$ cat config.mk
export PLATFORM = sky130hd
export DESIGN_NAME = tick_skip_counter
export DESIGN_NICKNAME = d
export VERILOG_FILES = /design/src/rtl/tick_skip_counter.sv
export SDC_FILE = /design/constraint.sdc
export NUM_CORES = 1
export LEC_CHECK = 0
export ABC_AREA = 1
export BUFFER_PORTS_ARGS = -buffer_cell sky130_fd_sc_hd__buf_2
export CAP_MARGIN = 20
export CORE_MARGIN = 2
export CORE_UTILIZATION = 60
export CTS_CLUSTER_SIZE = 16
export DETAILED_ROUTE_END_ITERATION = 10
export PLACE_DENSITY = 0.93
export SLEW_MARGIN = 20
export SYNTH_ARGS = -nofsm -noshare
export SYNTH_HDL_FRONTEND = slang
export SYNTH_SLANG_ARGS = --single-unit
export TNS_END_PERCENT = 20
$ cat constraint.sdc
create_clock -name clk -period 1.62 [get_ports clk]
set_input_delay 0.081 -clock clk [delete_from_list [all_inputs] [get_ports clk]]
set_output_delay 0.081 -clock clk [all_outputs]
set_load 0.1 [all_outputs]
$ cat src/rtl/tick_skip_counter.sv
module tick_skip_counter #(
  parameter int CNT_W  = 24,
  parameter int ADDR_W = 12,
  parameter int DATA_W = 32
) (
  input  logic              clk,
  input  logic              rst_n,
  input  logic [3:0]        present,
  input  logic              tick_lvl,
  input  logic              csr_wr,
  input  logic              csr_rd,
  input  logic [ADDR_W-1:0] csr_addr,
  input  logic [DATA_W-1:0] csr_wdata,
  output logic [DATA_W-1:0] csr_rdata,
  output logic [3:0]        timer_set
);
  localparam int NCPU  = 4;
  localparam int VAL_W = CNT_W + 1;

  function automatic logic [ADDR_W-1:0] slot_addr(input int i);
    case (i)
      0:       slot_addr = ADDR_W'('h380);
      1:       slot_addr = ADDR_W'('h3C0);
      2:       slot_addr = ADDR_W'('h700);
      default: slot_addr = ADDR_W'('h740);
    endcase
  endfunction

  logic [DATA_W-1:0]           stage_q;
  logic [NCPU-1:0][VAL_W-1:0]  cnt_q;
  logic [NCPU-1:0][VAL_W-1:0]  dec_val;
  logic [NCPU-1:0]             hit;
  logic [NCPU-1:0]             wr_hit;
  logic                        tick_q;

  wire              tick_rise = tick_lvl & ~tick_q;
  wire              hi_half   = csr_addr[2];
  wire [ADDR_W-1:0] base      = {csr_addr[ADDR_W-1:3], 3'b000};
  wire              commit    = csr_wr & hi_half;

  for (genvar i = 0; i < NCPU; i++) begin : g_slot
    assign hit[i]     = (base == slot_addr(i));
    assign wr_hit[i]  = commit & hit[i];
    assign dec_val[i] = (cnt_q[i] - VAL_W'(1)) | {cnt_q[i][CNT_W], {CNT_W{1'b0}}};
  end

  always_ff @(posedge clk) begin
    if (!rst_n) begin
      tick_q    <= 1'b1;
      stage_q   <= '0;
      cnt_q     <= '0;
      timer_set <= '0;
    end else begin
      tick_q <= tick_lvl;
      if (csr_wr && !hi_half)
        stage_q <= csr_wdata;
      else if (csr_rd && !hi_half && (|hit))
        stage_q <= '0;
      for (int i = 0; i < NCPU; i++) begin
        timer_set[i] <= 1'b0;
        if (wr_hit[i])
          cnt_q[i] <= {1'b0, stage_q[CNT_W-1:0]};
        else if (tick_rise && present[i]) begin
          cnt_q[i]     <= dec_val[i];
          timer_set[i] <= dec_val[i][CNT_W];
        end
      end
    end
  end

  always_comb begin
    csr_rdata = '1;
    if (hi_half)
      csr_rdata = stage_q;
    else
      for (int i = 0; i < NCPU; i++)
        if (hit[i]) csr_rdata = DATA_W'(cnt_q[i]);
  end

  for (genvar i = 0; i < NCPU; i++) begin : g_chk
    // overflow never drops except through a committing write
    a_r3_ovf_sticky: assert property (@(posedge clk) disable iff (!rst_n)
      ($past(cnt_q[i][CNT_W]) && !$past(wr_hit[i])) |-> cnt_q[i][CNT_W]);
    // a committed write leaves the overflow bit clear
    a_r1_write_clears: assert property (@(posedge clk) disable iff (!rst_n)
      wr_hit[i] |=> !cnt_q[i][CNT_W]);
    // without an edge on a present CPU or a write, the count holds
    a_r4_hold: assert property (@(posedge clk) disable iff (!rst_n)
      !(tick_rise && present[i]) && !wr_hit[i] |=> $stable(cnt_q[i]));
    // a pulse needs a present CPU, an edge and no write
    a_r5_pulse_src: assert property (@(posedge clk) disable iff (!rst_n)
      timer_set[i] |-> ($past(present[i]) && $past(tick_rise) && !$past(wr_hit[i])));
    // a pulse only comes with the overflow bit set
    a_r3_pulse_ovf: assert property (@(posedge clk) disable iff (!rst_n)
      timer_set[i] |-> cnt_q[i][CNT_W]);
  end

  // one edge, then no further edge while the level stays high
  a_r4_single_edge: assert property (@(posedge clk) disable iff (!rst_n)
    tick_rise |=> !tick_rise);
endmodule

==> run_results.csv, run 1 <==
group,metric,value,unit
synthesis,ys_ff_latch,137,
timing,endpoint_type,"output port",
synthesis,synth_flop_cell,"dfxtp_1",
place,hpwl,23.7,mm
synthesis,post_synth.cell_area_avg,5.92,µm²
die,die-width,127,µm
cts,root_buffer,"clkbuf_16",
cts,cts_max_level,4,
global_routing,gr-usage-all-layers,87.3,%
outcome,tool.error,"[ERROR GRT-0232] Routing congestion too high. Check the congestion heatmap in the GUI.",
synthesis,synth_area_leader_cell,"dfxtp_1",
die,ios,89,
synthesis,syn_area,0.00902,mm²
die,start_util,61.8,%
die,rows,44,
outcome,outcome,"aborted with a tool error",
synthesis,synthTopCellsByArea,"dfxtp_1 30%, nand2_1 17%, nor2_1 9.8%",
cts,numCtsBuffers,17,
synthesis,yosysWarnings,0,
synthesis,synthDominantCellAreaShare,30.4,%
synthesis,synth_fp_nets,1582,
global_routing,grt_max_degree,49,
cts,cts.sinks,137,
die,dieHeight,127,µm
synthesis,synthArstFlopShare,0,%
global_routing,grt-ovfl-total,213,
timing,postGrtWorstEndpoint,"csr_rdata[13]",
synthesis,syn_inst,1525,
synthesis,synth-edff-count,0,
synthesis,ys_seq_area_share,30.4,%
outcome,haltStage,"global routing (5_1_grt)",
place,port_buffers,86,
synthesis,ys_types,43,
cts,clockBufferDepth,2,
place,gp_congestion,1.12,
[timing repair]
| item | 4_1_cts |
|---|---|
| pin swaps | 5 |
| resized for setup | 52 |
| endpoints found under the hold margin | 33 |
| buffers inserted | 1 |
| endpoints found under the setup margin | 39 |
| hold buffers | 33 |
[metrics by stage]
| step | setup slack, ns | cells | area, µm² | TNS (ns) |
|---|---|---|---|---|
| after floorplan | -0.162 | 1525 | 9030 | -2.88 |
| after global placement | -0.0347 | 1807 | 10500 | -0.0347 |
| after detailed placement | -0.0480 | 1807 | 10500 | -0.0879 |
| after CTS | -0.0777 | 1873 | 11500 | -0.500 |
[metal layers]
layer | GRT usage, % | GRT overflow
met1 | 84.3 | 12
met5 | 61.3 | 4
met4 | 89.4 | 78
met3 | 80.3 | 16
met2 | 97.7 | 103
[logic make-up after synthesis]
logic type,Yosys count,synth area share (%)
buffers and inverters,252,11.4
AND/OR/NAND/NOR,820,38.1
adder cells (fa/ha/maj),4,0.555
AO/OA/AOI/OAI,280,16.4
flip-flops,137,30.4
XOR/XNOR,32,3.11
[synthesized netlist by cell type (2+ instances only)]
library cell	n
nand3_2	2
o21ai_0	126
inv_2	9
nand3_1	114
clkbuf_1	31
buf_1	3
a31oi_1	8
nor2_2	5
nand2_2	8
or2_2	2
nor3_1	17
a21oi_1	89
buf_2	11
nand3_4	2
nor2_1	236
nor2_4	2
o22ai_1	29
ha_1	4
o21ai_1	15
o211ai_1	10
xor2_1	28
or2_0	3
buf_6	7
dfxtp_1	137
xnor2_1	4
buf_4	4
nand2_1	403
nand4_1	17
inv_1	185
==> run 2: changes to the inputs <==
- CORE_UTILIZATION: 60 -> 40
- CTS_CLUSTER_SIZE: 16 -> not set
- PLACE_DENSITY: 0.93 -> not set
- PLACE_DENSITY_LB_ADDON: not set -> 0.15
==> run 2 against run 1 <==
The flow now finishes, with violations (negative setup slack). Synthesized cell count unchanged. Area after synthesis did not move.
==> run_results.csv, run 2 <==
group,metric,value,unit
timing,worstMarginPinSlew,0.551,ns
worst_hold_path,hold_path.class,"in -> reg",
cts,clockBufferDepth,2,
synthesis,ys_seq_area_share,30.4,%
layout,layout_common_cells,"370 x nand2_1, 209 x nor2_1, 170 x inv_1",
worst_setup_path,crit_fanout,3,
layout,regArea,0.00284,mm²
cts,cts.clk_slew.worst_paths,0.07,ns
layout,multi_input_area,0.00581,mm²
layout,reg_top3,"cnt_q (100), stage_q (32), timer_set (4)",
synthesis,synthMostInstantiatedCell,"nand2_1",
worst_hold_path,hold_start,"rst_n",
synthesis,synth_commonest_cells,"403 x nand2_1, 236 x nor2_1, 185 x inv_1",
detailed_routing,via_per_inst,5.42,
worst_setup_path,crit_chain,"buf_4, o21ai_1, o22ai_4, nand2_1, nand2_2, buf_12",
detailed_routing,antenna_left,0,
place,hpwl,28.4,mm
synthesis,syn_area,0.00902,mm²
global_routing,grt_pass1_vias,10241,
synthesis,ys_ff_latch,137,
layout,fin_util,58.7,%
pwr,power,10.6,mW
cts,cts_max_level,4,
detailed_routing,wl_per_cell,18.7,µm
die,rows,54,
layout,fin_cells,2047,
die,dieHeight,154,µm
cts,root_buffer,"clkbuf_16",
timing,rsz0062_at_grt,"true",
timing,fin_ws,-0.0133,ns
synthesis,ys_types,43,
worst_setup_path,slowest_stage,"dfxtp_1",
synthesis,yosysWarnings,0,
place,placed_area,0.0111,mm²
worst_setup_path,cp.required,1.54,ns
place,port_buffers,86,
detailed_routing,drt_pass1_iterations,8,
worst_setup_path,r2r_slack,0.07,ns
pwr,p_leak,6.22,nW
worst_setup_path,r2r_cells,8,
die,start_util,41.1,%
detailed_routing,post-route-drc-count,0,
layout,nets,1810,
timing,period_needed,1.63,ns
layout,layout_commonest_cell,"nand2_1",
run,maxCapViolCount,0,
timing,clock.fmax,612,MHz
layout,drive_gt1_share,26.8,%
global_routing,grt-ovfl-total,0,
worst_setup_path,crit_path_start_kind,"flip-flop",
synthesis,synth_area_leader_cell,"dfxtp_1",
worst_setup_path,slowest_delay,0.33,ns
layout,synthToLayoutAreaGrowth,43.0,%
cts,cts.sinks,137,
synthesis,synth_flop_cell,"dfxtp_1",
synthesis,synth-edff-count,0,
detailed_routing,drtIter0Drc,1111,
synthesis,post_synth.cell_area_avg,5.92,µm²
layout,nFillCells,2088,
die,ios,89,
cts,cts_tree,"built",
die,core-area,0.0220,mm²
outcome,outcome,"finished with violations",
timing,hold_ws,0.102,ns
timing,slew_violations,0,
die,die-width,154,µm
worst_setup_path,reg2reg_to,"cnt_q[94]",
place,place_ws,-0.169,ns
pwr,ir_drop,0.000588,V
outcome,violations,"negative setup slack",
cts,clock_latency,0.43,ns
global_routing,grt_first_pass_wirelength,57.7,mm
cts,numCtsBuffers,17,
timing,setup_tns,-0.0133,ns
layout,largest_reg_flops,100,
die,die_area,0.0238,mm²
detailed_routing,drt_wl_total,38.2,mm
worst_setup_path,r2r_start,"cnt_q[84]",
global_routing,grt_max_degree,60,
layout,top_register,"cnt_q",
synthesis,syn_inst,1525,
worst_setup_path,critPathKind,"reg -> out",
place,placed_cells,1966,
timing,hold_viol_final,0,
layout,finalInstanceArea,0.0129,mm²
worst_hold_path,min_to,"cnt_q[61]",
pwr,power_density,819,mW/mm²
worst_setup_path,arrival,1.55,ns
timing,relSlewSlack,63.2,%
timing,finalSetupViolCount,1,
worst_setup_path,crit_path_end_kind,"output port",
global_routing,grt_antenna_before_repair,1,
global_routing,gr-usage-all-layers,31.6,%
detailed_routing,vias,11090,
synthesis,synth_fp_nets,1582,
timing,fin_skew,0.0150,ns
worst_hold_path,min_path_cells,3,
synthesis,synthDominantCellAreaShare,30.4,%
place,gp_congestion,1.00,
synthesis,synthArstFlopShare,0,%
synthesis,synthTopCellsByArea,"dfxtp_1 30%, nand2_1 17%, nor2_1 9.8%",
timing,fin_crit_sh,101,%
-- run 2: area by class of cell --
type                            instances  share of cell area [%]
Tap cell                              280                    2.72
Clock buffer                           18                    3.40
Inverter                              196                    5.77
Antenna cell                            1                  0.0194
Timing Repair Buffer                  265                    20.0
Clock inverter                         14                    1.05
Multi-Input combinational cell       1136                    45.1
Sequential cell                       137                    22.0
-- run 2: worst max path at each step --
stage	depth (start not counted)	slack, ns	endpoint	startpoint
floorplan	8	-0.16	csr_rdata[11]	csr_addr[6]
finish	6	-0.01	csr_rdata[2]	cnt_q[27]
global placement	12	-0.17	csr_rdata[20]	csr_addr[5]
CTS	12	-0.05	csr_rdata[20]	csr_addr[5]
detailed placement	12	-0.17	csr_rdata[20]	csr_addr[5]
global route	11	-0.07	csr_rdata[2]	csr_addr[5]
-- run 2: critical path, delay by kind of cell, from the launching register on --
| family | cells | cell delay, ns |
|---|---|---|
| simple gates | 2 | 0.15 |
| flops | 1 | 0.33 |
| compound gates | 2 | 0.33 |
| buf+inv | 2 | 0.31 |
-- run 2: logic make-up (layout without fill, tap and decap cells) --
logic type / after synthesis / in the layout / share of synthesized area (%)
flip-flops: 137 / 137 / 30.4
AO/OA/AOI/OAI: 280 / 280 / 16.4
buffers and inverters: 252 / 493 / 11.4
AND/OR/NAND/NOR: 820 / 820 / 38.1
other: 0 / 1 / 0
XOR/XNOR: 32 / 32 / 3.11
adder cells (fa/ha/maj): 4 / 4 / 0.555
-- run 2: report_power, final --
group / total [mW] / leakage [nW] / internal, mW / switching (mW)
clock: 3.93 / 0.271 / 2.19 / 1.74
sequential: 3.72 / 1.14 / 3.50 / 0.221
combinational: 2.92 / 4.81 / 1.09 / 1.82
-- run 2: timing repair --
action,in CTS,in global routing
setup buffers,0,11
hold endpoints to repair,33,0
gates cloned,0,4
setup endpoints to repair,34,98
gates resized for setup,65,194
pin swaps,1,35
hold buffers,33,0
-- run 2: layer usage --
metal  up-vias  global-route usage [%]  wire (µm)
met5         -                       0          0
met4         0                    15.5       1850
met3        98                    6.67       3490
met1      5096                    41.9      16000
li1       5349                       -          -
met2       547                    48.9      16900
Note: power is estimated with default switching activity, not from simulation.
==> run 3: changes to the inputs <==
- TNS_END_PERCENT: 20 -> not set
==> run 3 against run 2 <==
Fmax decreased by 0.85%. Core utilization up 1.3 points. Flip-flop and latch count unchanged. Sequential power about the same. Clock skew fell by 0.0037 ns. The run still ends with negative setup slack left. Highest routed layer unchanged. Register-to-register slack hardly changed. Wire length increased by 0.96%.
==> run_results.csv, run 3 (same netlist as run 2, synthesis figures left out) <==
group,metric,value,unit
global_routing,grt.busiest_layer,"met2",
layout,finalInstanceArea,0.0132,mm²
layout,reg_top3,"cnt_q (100), stage_q (32), timer_set (4)",
layout,synthToLayoutAreaGrowth,46.2,%
die,rows,54,
timing,fin_ws,-0.0272,ns
cts,cts_tree,"built",
cts,numCtsBuffers,17,
cts,cts_max_level,4,
global_routing,gr-usage-all-layers,31.5,%
timing,period_needed,1.65,ns
pwr,ir_drop,0.000680,V
global_routing,use_met1,40.7,%
timing,clock.fmax,607,MHz
die,ios,89,
outcome,violations,"negative setup slack",
cts,clockBufferDepth,2,
layout,nFillCells,1998,
layout,largest_reg_flops,100,
pwr,power.net_switching,3.93,mW
timing,fin_crit_sh,102,%
detailed_routing,antenna_left,0,
pwr,swShare,37.1,%
layout,multi_input_area,0.00607,mm²
global_routing,grtUsageMet3,6.58,%
pwr,p_comb_share,27.9,%
detailed_routing,via_per_inst,5.47,
detailed_routing,vias,11190,
worst_setup_path,arrival,1.57,ns
layout,antenna_cells,0,
die,start_util,41.1,%
global_routing,grt_use_met2,50.0,%
detailed_routing,drt_wl_total,38.6,mm
cts,root_buffer,"clkbuf_16",
place,gp_congestion,0.980,
detailed_routing,drt_pass1_iterations,5,
global_routing,grt-ovfl-total,0,
pwr,clkPwrFrac,36.9,%
detailed_routing,drtIter0Drc,981,
place,hpwl,27.5,mm
layout,drive_gt1_share,29.7,%
worst_hold_path,hold_path.class,"in -> reg",
pwr,seqPwrFrac,35.2,%
detailed_routing,post-route-drc-count,0,
outcome,outcome,"finished with violations",
global_routing,grt_pass1_vias,10306,
pwr,power,10.6,mW
layout,nets,1811,
global_routing,grt_max_degree,50,
worst_setup_path,crit_fanout,7,
timing,relSlewSlack,66.0,%
cts,cts.clk_slew.worst_paths,0.07,ns
cts,cts.sinks,137,
timing,rsz0062_at_grt,"true",
pwr,intPower,6.65,mW
global_routing,grt_first_pass_wirelength,57.6,mm
layout,regArea,0.00283,mm²
die,core-area,0.0220,mm²
pwr,p_leak,6.27,nW
worst_setup_path,slowest_stage,"or2_4",
place,placed_area,0.0110,mm²
layout,layout_commonest_cell,"nand2_1",
worst_setup_path,critPathKind,"in -> out",
timing,fin_skew,0.0113,ns
timing,slew_violations,0,
die,die-width,154,µm
detailed_routing,wl_per_cell,18.9,µm
worst_setup_path,cp_common_cell,"buf_12",
layout,layout_common_cells,"356 x nand2_1, 185 x nor2_1, 170 x inv_1",
timing,hold_viol_final,0,
die,dieHeight,154,µm
place,port_buffers,86,
worst_setup_path,slowest_delay,0.26,ns
worst_setup_path,crit_path_end_kind,"output port",
timing,setup_tns,-0.0866,ns
layout,top_register,"cnt_q",
timing,hold_ws,0.136,ns
worst_setup_path,cp.required,1.54,ns
run,maxCapViolCount,0,
timing,finalSetupViolCount,6,
pwr,power_density,803,mW/mm²
global_routing,grt_antenna_before_repair,0,
die,die_area,0.0238,mm²
cts,clock_latency,0.44,ns
timing,worstMarginPinSlew,0.510,ns
worst_setup_path,crit_chain,"buf_6, or2_4, nor2_8, nand2_8, buf_12, buf_4, o22ai_1, nand2_1, nand2_2, buf_12",
worst_setup_path,crit_path_start_kind,"input port",
## run 3: cell types whose count changed in the layout (fill, tap and decap cells not counted), sizes merged
cell and change:
diode -1, clkinv -3, bufinv -1, clkinvlp -3
inv +8
## run 3: through the flow
step | setup WS, ns | instances | utilization (%)
floorplan | 0.0867 | 1525 | -
global placement | -0.0934 | 1957 | 50.0
detailed placement | -0.0649 | 1957 | 50.0
CTS | -0.0364 | 2027 | 55.4
global route | -0.107 | 2047 | 60.1
finish | -0.0272 | 2047 | 60.1
## run 3: cell type report
class,instances,share of cell area [%]
inverters,196,5.65
well taps,280,2.66
multi-input cells,1136,46.0
flip-flops and latches,137,21.5
clock buffers,17,3.23
clock inverters,15,1.04
repair buffers,266,19.9
## run 3: timing repair
item	4_1_cts	5_1_grt
buffers inserted	3	14
endpoints found under the setup margin	29	104
cloned	3	7
resized for setup	100	245
pin swaps	9	56
hold buffers	33	0
hold endpoints to repair	33	0
## run 3: path summary, 6_finish.rpt
| path | startpoint | to | slack, ns | depth (start not counted) |
|---|---|---|---|---|
| setup / recovery | csr_addr[6] | csr_rdata[5] | -0.03 | 10 |
| hold / removal | present[1] | timer_set[1] | 0.14 | 6 |
| setup reg to reg | cnt_q[2] | cnt_q[9] | 0.07 | 7 |
| hold reg to reg | stage_q[25] | stage_q[25] | 0.49 | 2 |
## run 3: critical path: cells and delay by family
kind / cells / cell delay, ns
buffers and inverters: 4 / 0.58
and+or+nand+nor: 5 / 0.73
AOI/OAI and AO/OA: 1 / 0.17
## run 3: routing by layer
metal	part of all wire (%)	vias up	wire length, µm
li1	-	5359	-
met1	41	5175	15700
met2	44	535	17100
met3	9.3	121	3570
met4	5.6	0	2170
met5	0	-	0
## run 3: power groups by stage
stage               clock [mW]  sequential (mW)  combinational [mW]
floorplan                    0             3.69                1.71
global placement             0             3.78                2.58
detailed placement           0             3.78                2.61
CTS                       3.92             3.70                2.70
global route              4.07             3.73                3.21
finish                    3.91             3.72                2.95
==> run 4: changes to the inputs <==
- HOLD_SLACK_MARGIN: not set -> 0.15
==> run 4 against run 3 <==
The run still ends with negative setup slack left. Register-to-register slack barely moved. Clock power barely moved. Total power fell by 0.44%. Worst setup slack got worse by 0.024 ns. Worst hold slack improved by 0.0039 ns. Clock-buffer cell count did not move. Critical path type unchanged. Highest routed layer unchanged.
==> run_results.csv, run 4 (same netlist as run 2, synthesis figures left out) <==
group,metric,value,unit
die,rows,54,
timing,fin_skew,0.0116,ns
worst_hold_path,hold_path.class,"in -> reg",
timing,finalSetupViolCount,17,
global_routing,grt-ovfl-total,0,
place,placed_cells,1957,
detailed_routing,vias,11055,
timing,fin_crit_sh,103,%
worst_hold_path,hold_start,"present[1]",
worst_hold_path,min_path_cells,6,
die,dieHeight,154,µm
outcome,violations,"negative setup slack",
worst_hold_path,min_to,"timer_set[1]",
place,port_buffers,86,
layout,nets,1808,
worst_setup_path,r2r_slack,0.08,ns
place,gp_congestion,0.980,
die,core-area,0.0220,mm²
cts,cts.clk_slew.worst_paths,0.07,ns
timing,rsz0062_at_grt,"true",
cts,cts_max_level,4,
detailed_routing,drt_wl_total,38.1,mm
cts,root_buffer,"clkbuf_16",
pwr,power_density,820,mW/mm²
worst_setup_path,r2r_start,"cnt_q[50]",
pwr,ir_drop,0.000686,V
die,die_area,0.0238,mm²
global_routing,gr-usage-all-layers,31.5,%
worst_setup_path,r2r_cells,10,
worst_setup_path,slowest_stage,"or2_4",
global_routing,grt_antenna_before_repair,0,
cts,clockBufferDepth,2,
place,hpwl,27.5,mm
worst_setup_path,critPathKind,"in -> out",
cts,cts.sinks,137,
timing,fin_ws,-0.0516,ns
timing,hold_viol_final,0,
pwr,p_leak,6.21,nW
detailed_routing,drt_pass1_iterations,5,
layout,top_register,"cnt_q",
outcome,outcome,"finished with violations",
worst_setup_path,arrival,1.59,ns
layout,antenna_cells,0,
run,maxCapViolCount,0,
timing,period_needed,1.67,ns
die,die-width,154,µm
layout,drive_gt1_share,27.3,%
layout,layout_common_cells,"361 x nand2_1, 188 x nor2_1, 173 x inv_1",
pwr,power,10.5,mW
detailed_routing,antenna_left,0,
layout,largest_reg_flops,100,
cts,clock_latency,0.44,ns
timing,worstMarginPinSlew,0.552,ns
worst_setup_path,crit_family,"simple AND/OR/NAND/NOR gates",
cts,numCtsBuffers,17,
die,start_util,41.1,%
layout,synthToLayoutAreaGrowth,42.4,%
worst_setup_path,crit_path_start_kind,"input port",
detailed_routing,via_per_inst,5.41,
die,ios,89,
worst_setup_path,crit_fanout,6,
layout,layout_commonest_cell,"nand2_1",
worst_setup_path,crit_path_end_kind,"output port",
worst_setup_path,crit_chain,"buf_2, or2_4, nor2_8, nand2_4, buf_12, buf_4, o22ai_1, nand2_1, nand2_2, buf_12",
detailed_routing,drtIter0Drc,925,
worst_setup_path,cp.required,1.54,ns
worst_setup_path,critPathBufInv,4,
global_routing,grt_first_pass_wirelength,57.6,mm
worst_setup_path,slowest_delay,0.26,ns
layout,reg_top3,"cnt_q (100), stage_q (32), timer_set (4)",
timing,slew_violations,0,
cts,cts_tree,"built",
global_routing,grt_max_degree,50,
worst_setup_path,reg2reg_to,"cnt_q[54]",
global_routing,grt_pass1_vias,10304,
timing,relSlewSlack,63.1,%
detailed_routing,post-route-drc-count,0,
timing,clock.fmax,598,MHz
detailed_routing,wl_per_cell,18.6,µm
layout,fin_cells,2044,
worst_setup_path,cp_common_cell,"buf_12",
run 4: per-stage QoR:
stage	setup TNS, ns	worst slack, ns	hold WS, ns	cell area (µm²)	utilization, %
2_1_floorplan	0	0.0867	0.188	9080	-
3_3_place_gp	-0.642	-0.0934	0.291	11000	50.0
3_5_place_dp	-0.434	-0.0649	0.295	11000	50.0
4_1_cts	-0.102	-0.0364	0.167	12200	55.5
5_1_grt	-1.75	-0.0911	0.153	12800	58.5
6_report	-0.303	-0.0516	0.139	12800	58.5
run 4: worst max path at each step:
stage / endpoint / cells after the start / from / slack (ns)
after floorplan: csr_rdata[24] / 8 / csr_addr[6] / 0.09
after global routing: csr_rdata[5] / 11 / csr_addr[4] / -0.09
after global placement: csr_rdata[19] / 12 / csr_addr[4] / -0.09
final: csr_rdata[5] / 10 / csr_addr[6] / -0.05
after detailed placement: cnt_q[74] / 10 / cnt_q[50] / -0.06
after CTS: csr_rdata[4] / 12 / csr_addr[4] / -0.04
run 4: report_power, final:
part | leakage (nW) | total (mW) | internal (mW) | switching, mW
Combinational | 4.80 | 2.92 | 1.10 | 1.82
Clock | 0.278 | 3.89 | 2.04 | 1.85
Sequential | 1.13 | 3.72 | 3.50 | 0.219
run 4: layout make-up:
type	count	area (µm²)
tap	280	350
sequential	137	2810
timing repair buffer	263	2520
inverter	196	742
clock buffer	17	425
fill	2055	9110
clock inverter	15	138
multi-input combinational	1136	5860
run 4: repair_timing:
action                                  4_1_cts  5_1_grt
pin swaps                                     9       46
buffers inserted                              3       10
endpoints found under the hold margin        36        0
endpoints found under the setup margin       29      104
cloned                                        3        5
hold buffers                                 35        0
gates resized for setup                     100      158
run 4: worst reg2reg max path, delay by kind of cell (launching register included):
kind                       cells  cell delay [ns]
AOI/OAI and AO/OA              2             0.31
buffers and inverters          4             0.44
adders and majority gates      1             0.18
and+or+nand+nor                3             0.20
DFF                            1             0.34
run 4: routing by layer:
metal  track usage [%]  up-vias  routed length (µm)
met4              16.0        0                2070
met5                 0        -                   0
met2              49.9      483               16800
li1                  -     5360                   -
met3              6.61      112                3250
met1              40.7     5100               15900
